## config.mk

```make
export PLATFORM = sky130hd
export DESIGN_NAME = dma_lvl_req_seq
export DESIGN_NICKNAME = d
export VERILOG_FILES = /design/src/rtl/dma_lvl_pkg.sv /design/src/rtl/dma_lvl_addr_step.sv /design/src/rtl/dma_lvl_cnt_dec.sv /design/src/rtl/dma_lvl_req_seq.sv
export SDC_FILE = /design/constraint.sdc
export NUM_CORES = 1
export LEC_CHECK = 0
export BUFFER_PORTS_ARGS = -buffer_cell sky130_fd_sc_hd__buf_2
export CORE_MARGIN = 4
export CORE_UTILIZATION = 49
export CTS_CLUSTER_SIZE = 14
export DETAILED_ROUTE_END_ITERATION = 7
export PLACE_DENSITY = 0.84
export SLEW_MARGIN = 30
export SYNTH_ARGS = -nofsm -noshare
export SYNTH_HDL_FRONTEND = slang
export SYNTH_HIERARCHICAL = 1
export SYNTH_SLANG_ARGS = --single-unit
```

## constraint.sdc

```tcl
create_clock -name clk_i -period 3.6 [get_ports clk_i]
set_clock_uncertainty 0.05 [all_clocks]
set_input_delay 1.08 -clock clk_i [delete_from_list [all_inputs] [get_ports clk_i]]
set_output_delay 1.08 -clock clk_i [all_outputs]
set_load 0.01 [all_outputs]
```

## src/rtl/dma_lvl_pkg.sv

```systemverilog
package dma_lvl_pkg;
    typedef enum logic [1:0] {
        ST_IDLE  = 2'd0,
        ST_HELD  = 2'd1,
        ST_READ  = 2'd2,
        ST_WRITE = 2'd3
    } seq_state_e;

    typedef enum logic [1:0] {
        STEP_HOLD = 2'b00,
        STEP_INC  = 2'b01,
        STEP_RSV  = 2'b10,
        STEP_DEC  = 2'b11
    } step_e;
endpackage

```

## src/rtl/dma_lvl_addr_step.sv

```systemverilog
module dma_lvl_addr_step
    import dma_lvl_pkg::*;
#(
    parameter int AW = 16
) (
    input  logic [AW-1:0] addr_i,
    input  step_e         step_i,
    output logic [AW-1:0] addr_o
);
    always_comb begin
        unique case (step_i)
            STEP_INC: addr_o = addr_i + AW'(1);
            STEP_DEC: addr_o = addr_i - AW'(1);
            default:  addr_o = addr_i;
        endcase
    end
endmodule

```

## src/rtl/dma_lvl_cnt_dec.sv

```systemverilog
module dma_lvl_cnt_dec #(
    parameter int CW = 16
) (
    input  logic [CW-1:0] cnt_i,
    output logic [CW-1:0] cnt_o,
    output logic          last_o
);
    localparam logic [CW-1:0] ONE = CW'(1);

    assign cnt_o  = cnt_i - ONE;
    assign last_o = (cnt_i == ONE);
endmodule

```

## src/rtl/dma_lvl_req_seq.sv

```systemverilog
module dma_lvl_req_seq
    import dma_lvl_pkg::*;
#(
    parameter int AW = 16,
    parameter int DW = 16,
    parameter int CW = 16
) (
    input  logic          clk_i,
    input  logic          rst_ni,
    input  logic          cfg_we_i,
    input  logic          cfg_en_i,
    input  logic [AW-1:0] cfg_src_i,
    input  logic [AW-1:0] cfg_dst_i,
    input  logic [CW-1:0] cfg_cnt_i,
    input  logic [1:0]    cfg_src_step_i,
    input  logic [1:0]    cfg_dst_step_i,
    input  logic          ext_req_ni,
    input  logic          bus_gnt_i,
    input  logic          bus_ack_i,
    input  logic [DW-1:0] bus_rdata_i,
    output logic          bus_req_o,
    output logic          bus_rd_o,
    output logic          bus_wr_o,
    output logic [AW-1:0] bus_addr_o,
    output logic [DW-1:0] bus_wdata_o,
    output logic          en_o,
    output logic          done_o
);
    localparam int NPTR = 2;
    localparam int PSRC = 0;
    localparam int PDST = 1;

    typedef struct packed {
        seq_state_e    st;
        logic          en;
        logic [AW-1:0] src;
        logic [AW-1:0] dst;
        step_e         src_step;
        step_e         dst_step;
        logic [CW-1:0] cnt;
        logic [DW-1:0] data;
        logic          done;
    } seq_regs_t;

    seq_regs_t r_d, r_q;

    logic [NPTR-1:0][AW-1:0] ptr_cur, ptr_nxt;
    step_e                   ptr_step [NPTR];
    logic [CW-1:0]           cnt_nxt;
    logic                    cnt_last;

    assign ptr_cur[PSRC]  = r_q.src;
    assign ptr_cur[PDST]  = r_q.dst;
    assign ptr_step[PSRC] = r_q.src_step;
    assign ptr_step[PDST] = r_q.dst_step;

    for (genvar g = 0; g < NPTR; g++) begin : g_ptr
        dma_lvl_addr_step #(.AW(AW)) u_step (
            .addr_i (ptr_cur[g]),
            .step_i (ptr_step[g]),
            .addr_o (ptr_nxt[g])
        );
    end

    dma_lvl_cnt_dec #(.CW(CW)) u_cnt (
        .cnt_i  (r_q.cnt),
        .cnt_o  (cnt_nxt),
        .last_o (cnt_last)
    );

    always_comb begin
        r_d      = r_q;
        r_d.done = 1'b0;
        if (r_q.st != ST_IDLE && cfg_we_i && !cfg_en_i) begin
            r_d.en = 1'b0;
        end
        unique case (r_q.st)
            ST_IDLE: begin
                if (cfg_we_i) begin
                    r_d.en       = cfg_en_i && (cfg_cnt_i != '0);
                    r_d.src      = cfg_src_i;
                    r_d.dst      = cfg_dst_i;
                    r_d.cnt      = cfg_cnt_i;
                    r_d.src_step = step_e'(cfg_src_step_i);
                    r_d.dst_step = step_e'(cfg_dst_step_i);
                end else if (r_q.en && !ext_req_ni) begin
                    r_d.st = ST_HELD;
                end
            end
            ST_HELD: begin
                if (!r_q.en) begin
                    r_d.st = ST_IDLE;
                end else if (bus_gnt_i) begin
                    r_d.st = ST_READ;
                end
            end
            ST_READ: begin
                if (bus_ack_i) begin
                    r_d.data = bus_rdata_i;
                    r_d.src  = ptr_nxt[PSRC];
                    r_d.st   = ST_WRITE;
                end
            end
            ST_WRITE: begin
                if (bus_ack_i) begin
                    r_d.dst = ptr_nxt[PDST];
                    r_d.cnt = cnt_nxt;
                    r_d.st  = ST_IDLE;
                    if (cnt_last) begin
                        r_d.en   = 1'b0;
                        r_d.done = 1'b1;
                    end
                end
            end
            default: r_d.st = ST_IDLE;
        endcase
    end

    always_ff @(posedge clk_i or negedge rst_ni) begin
        if (!rst_ni) begin
            r_q <= '{st: ST_IDLE, src_step: STEP_HOLD, dst_step: STEP_HOLD, default: '0};
        end else begin
            r_q <= r_d;
        end
    end

    assign bus_req_o   = (r_q.st != ST_IDLE);
    assign bus_rd_o    = (r_q.st == ST_READ);
    assign bus_wr_o    = (r_q.st == ST_WRITE);
    assign bus_addr_o  = (r_q.st == ST_WRITE) ? r_q.dst : r_q.src;
    assign bus_wdata_o = r_q.data;
    assign en_o        = r_q.en;
    assign done_o      = r_q.done;
endmodule

```

After elaboration in Yosys (flattened, before gate mapping):

Cells that the tools add are included.

* add/subtract/negate cells: 5
* equal/unequal tests: 16
* multiplexer cells: 23
* reductions and logical operators: 17

Operators by type and width (count)
* 16-bit case mux with 2 select lines: 5
* 16-bit two-way mux: 4
* 53-bit two-way mux: 1
* 16-bit by 1-bit subtractor with 16-bit output, second input constant: 3
* 16-bit by 1-bit adder with 16-bit output, second input constant: 2
* 16-bit by 1-bit == test with 1-bit output, second input constant: 1
* 16-bit nonzero test: 1
* 2-bit two-way mux: 5
* 2-bit inequality test, second input constant: 5
* 2-bit == test, second input constant: 4
* 2-bit case mux with 4 select lines: 1
* 4-bit AND reduction: 2
* 2-bit by 1-bit == test with 1-bit output, second input constant: 3
* 3-bit by 1-bit inequality test with 1-bit output, second input constant: 2
* 2-bit nonzero test: 3
* 1-bit two-way mux: 5
* 5-bit AND reduction: 1
* 1-bit logical AND: 4
* 2-bit AND reduction: 2
* 3-bit two-way mux: 1
* 3-bit inequality test, second input constant: 1
* 3-bit AND reduction: 1
* 1-bit zero test: 2
* 2-bit zero test: 1
* 1-bit case mux with 2 select lines: 1

* register bits: 72
* input bits: 75
* output and inout bits: 37

Depth between registers and ports, before layout:

* word-level depth: 7
* mapped depth: 10

By module:

The synthesis kept the hierarchy.

By module, submodules not included
* dma_lvl_req_seq: instances 1, cells an instance 329, area each 3532.1 µm², sequential area each 1801.7 µm²
* dma_lvl_addr_step: instances 2, cells an instance 123, area each 840.8 µm², sequential area each 0.0 µm²
* dma_lvl_cnt_dec: instances 1, cells an instance 43, area each 302.8 µm², sequential area each 0.0 µm²

Worst setup path after synthesis:

No wires, ideal clock.

* kind: register -> output
* from: register r_q[70] (netlist name)
* to: output port bus_addr_o[0]
* arrival: 1.366 ns
* required time: 2.470 ns
* slack: 1.104 ns
* cell stages (with the launch flop): 5
* path through: dfrtp_1 ha_1 buf_2 buf_2 mux2_2

* cells in the longest elaborated chain, start to end: 2

Ends and longest elaborated chain
* from (decl): RTL line dma_lvl_req_seq.sv:45 `seq_regs_t r_d, r_q;`
* from (signal assigned): RTL line dma_lvl_req_seq.sv:123 `r_q <= r_d;`
* 2-bit == test
* via bus_wr_o: RTL line dma_lvl_req_seq.sv:23 `output logic bus_wr_o,`
* 16-bit two-way mux: RTL line dma_lvl_req_seq.sv:130 `assign bus_addr_o = (r_q.st == ST_WRITE) ? r_q.dst : r_q.src;`
* to (decl): RTL line dma_lvl_req_seq.sv:24 `output logic [AW-1:0] bus_addr_o,`

The timed path passes the listed nets, and every way through them passes these cells.

Worst setup path after layout:

* from: register r_q[70] (netlist name)
* to: output port bus_wr_o

* cells in the longest elaborated chain, start to end: 1

Ends and longest elaborated chain
* 2-bit == test: RTL line dma_lvl_req_seq.sv:129 `assign bus_wr_o = (r_q.st == ST_WRITE);`
* to (decl): RTL line dma_lvl_req_seq.sv:23

Every way passes these cells.

==> results.tsv <==
stage	metric	value	unit
run_status	status	finished clean	
logic_synthesis	synth_top_area_share	32.66	%
critical_path	critPathMaxStageDelay	0.75	ns
logic_synthesis	yosysTopAreaCell	dfrtp_1	
timing	period_minus_slack	3.231	ns
finish	drive_above_1_share	28.49	%
critical_path	crit_path_top_delay_cell	ha_2	
power_and_ir_drop	power_switching	2.884	mW
logic_synthesis	syn-instance-count	618	
finish	final_area	6282	µm²
critical_path	crit_chain	ha_2 -> buf_4 -> buf_2	
timing	rsz0062_at_grt	false	
finish	areaGrowthSynthToFinish	13.88	%
routing	wl_per_cell	18.05	µm
logic_synthesis	avgSynthCellArea	8.926	µm²
timing	max_freq	309.5	MHz
floorplanning	fp-row-count	38	
grt	grt_max_degree	41	
routing	viasPerCell	6.060	
timing	final_hold_viol_count	0	
critical_path	cp_num_buf_inv	2	
routing	drt_first_pass_iters	5	
critical_path	cp_max_fo	33	
grt	grt_pass1_vias	4843	
floorplanning	start_util	50.45	%
critical_path	critPathKind	register to output pin	
placed_design	place_hpwl	10730	µm
critical_path	cp-start-kind	register	
routing	totalWireLength	14950	µm
logic_synthesis	synthFlopType	dfrtp_1	
grt	antenna_found_initial	1	
power_and_ir_drop	power	6.285	mW
power_and_ir_drop	power.static_leakage	2.713	nW
critical_path	reg2reg_slack	0.69	ns
power_and_ir_drop	p_comb_share	52.0	%
logic_synthesis	yosysSeqAreaShare	32.66	%
routing	met2WireLength	7050	µm
critical_path	critPathTopFamily	adder cells	
finish	antenna_cells	0	
cts	h-tree-depth	3	
placed_design	placed_cell_area	5939	µm²
cts	post_cts_resized	0	
floorplanning	design.die.area	13020	µm²
timing	period_share	89.75	%
critical_path	reg2reg_to	ptr_cur[24]	
power_and_ir_drop	clkPwrFrac	16.5	%
timing	max_slew_margin	43.55	%
timing	finalWorstSetupSlack	0.3691	ns
critical_path	cp-startpoint	r_q[70]	
logic_synthesis	yosysMostFrequentCell	dfrtp_1	
worst_hold_path	min_path_cells	1	
timing	slew_violations	0	
logic_synthesis	synth.distinct_cells	60	
cts	cts.path.max_buffers	2	
floorplanning	core	10940	µm²
worst_hold_path	hp-start	bus_wdata_o[9]	
timing	whs	0.4469	ns
critical_path	reg2reg_from	r_q[70]	
logic_synthesis	synth_edf_count	0	
routing	top_layer_used	met5	
power_and_ir_drop	p_seq_share	31.4	%
cts	root_buffer	clkbuf_16	
timing	fin_tns_setup	0	ns
cts	clock_latency	0.33	ns
floorplanning	chipWidth	114.1	µm
placed_design	place.port_buffers	111	
finish	final_nets	767	
power_and_ir_drop	power_density	1000	nW/µm²
finish	fill_cells	958	
routing	drt_iter0_drc	423	
cts	cts_buffers	9	
placed_design	post-place-ws	0.7302	ns
grt	grt.overflow.total	0	
cts	cts.sinks	72	
timing	tightest_slew	0.8468	ns
cts	tritoncts	done	
routing	dr_wl_met3	1202	µm
logic_synthesis	synth_commonest_cells	72 x dfrtp_1, 71 x nor2_1, 62 x a21oi_1	
logic_synthesis	synth_seq_cells	72	
cts	hold_buffers	0	
routing	drc	0	
power_and_ir_drop	swShare	45.89	%
logic_synthesis	netlist_area	5517	µm²
critical_path	end_kind	output pin	
floorplanning	die_h	114.1	µm
logic_synthesis	ys_async_sr_fraction	100.0	%
logic_synthesis	yosysWarnings	6	
placed_design	gp_congestion	0.9073	
routing	antenna_left	0	
grt	grt_use_total	22.88	%
critical_path	cp.required	2.47	ns
timing	setup_viol	0	
critical_path	reg2reg_depth	7	
power_and_ir_drop	ir_drop	538.0	µV
logic_synthesis	synth_area_leaders	dfrtp_1 33%, mux2_2 9.0%, a22oi_1 7.3%, a21oi_1 5.6%, xnor2_1 4.9%	
routing	m1WireLength	6431	µm
routing	via_count	5018	
logic_synthesis	syn_nets	702	
cts	cts_setup_buffers	0	
grt	grt_pass1_wl	24160	µm
worst_hold_path	hold_path_class	register to register	
cts	clkSlewWorstSetupHoldPaths	0.06	ns
run	drv_cap	0	
floorplanning	ios	112	
power_and_ir_drop	p_int	3.401	mW
worst_hold_path	hold_end	bus_wdata_o[9]	
critical_path	cp.arrival	2.10	ns
[area by class of cell]
class	instances	area, µm²	area share, %
well taps	140	175.2	2.788
clock inverters	7	117.6	1.872
multi-input cells	472	3289	52.36
inverters	6	22.52	0.3585
clock buffers	9	225.2	3.585
flip-flops and latches	72	1802	28.68
repair buffers	122	650.6	10.36
[kinds of logic (layout without fill, tap and decap cells)]
logic type	count (synthesis)	in the layout	synth area share, %
buf+inv	74	144	7.802
mux	53	53	10.61
simple gates	201	201	19.78
fa+ha+maj	9	9	2.041
flops	72	72	32.66
compound gates	164	164	19.96
xor+xnor	45	45	7.145
[per-stage QoR]
stage	instances	util, %
2_1_floorplan	618	-
3_3_place_gp	812	54.31
3_5_place_dp	812	54.31
4_1_cts	828	57.45
5_1_grt	828	57.45
6_report	828	57.45
[state kept, by name, summed over array words and instances, names as in the netlist, named ones only]
| register | cells |
|---|---|
| ptr_cur | 32 |
| r_q | 17 |
| bus_wdata_o | 16 |
| ptr_step | 4 |
| done_o | 1 |
| en_o | 1 |
[how the worst max path moves through the flow]
stage | end | slack (ns) | cells past startpoint
finish | bus_wr_o | 0.37 | 3
CTS | bus_addr_o[9] | 0.36 | 3
floorplan | bus_addr_o[0] | 1.10 | 4
global route | bus_wr_o | 0.23 | 3
detailed placement | bus_wr_o | 0.73 | 3
global placement | bus_wr_o | 0.82 | 3
[layout by cell type (no fill, tap or decap), types with 3 or more instances in the layout]
| cell type | count |
|---|---|
| a21o_1 | 3 |
| o31ai_1 | 3 |
| xnor2_1 | 31 |
| and4_1 | 3 |
| nand2_1 | 27 |
| bufinv_16 | 3 |
| a21boi_0 | 5 |
| and2b_1 | 3 |
| nor3_1 | 12 |
| a22o_1 | 4 |
| nand2_2 | 3 |
| nor4_2 | 3 |
| or4_1 | 6 |
| clkbuf_16 | 9 |
| mux2i_1 | 9 |
| buf_4 | 10 |
| mux2_2 | 44 |
| nor2_1 | 71 |
| a31oi_1 | 6 |
| nor3b_1 | 3 |
| and3_1 | 9 |
| a22oi_1 | 54 |
| inv_1 | 6 |
| o21ai_0 | 5 |
| nand4_1 | 7 |
| a41oi_1 | 4 |
| o41ai_1 | 3 |
| nand3_1 | 4 |
| ha_1 | 8 |
| or3_1 | 4 |
| nor4bb_1 | 4 |
| xor2_1 | 14 |
| and2_1 | 8 |
| dfrtp_1 | 72 |
| a21oi_1 | 62 |
| buf_2 | 111 |
| nand3b_1 | 3 |
| nor4_1 | 12 |
| nand2b_1 | 3 |
[metal layers]
layer | GRT usage (%) | vias up
met5 | 0 | -
met3 | 4.545 | 25
met1 | 30.54 | 2373
li1 | - | 2388
met4 | 6.572 | 2
met2 | 37.82 | 230
[power groups by stage]
| stage | Combinational, mW | Clock [mW] | Sequential, mW |
|---|---|---|---|
| global route | 3.66 | 1.09 | 2.06 |
| finish | 3.27 | 1.04 | 1.98 |
| detailed placement | 3.24 | 0 | 1.98 |
| CTS | 3.26 | 1.06 | 1.96 |
| floorplan | 2.95 | 0 | 1.59 |
| global placement | 3.14 | 0 | 1.95 |
Power figures use the tool's default switching activity.
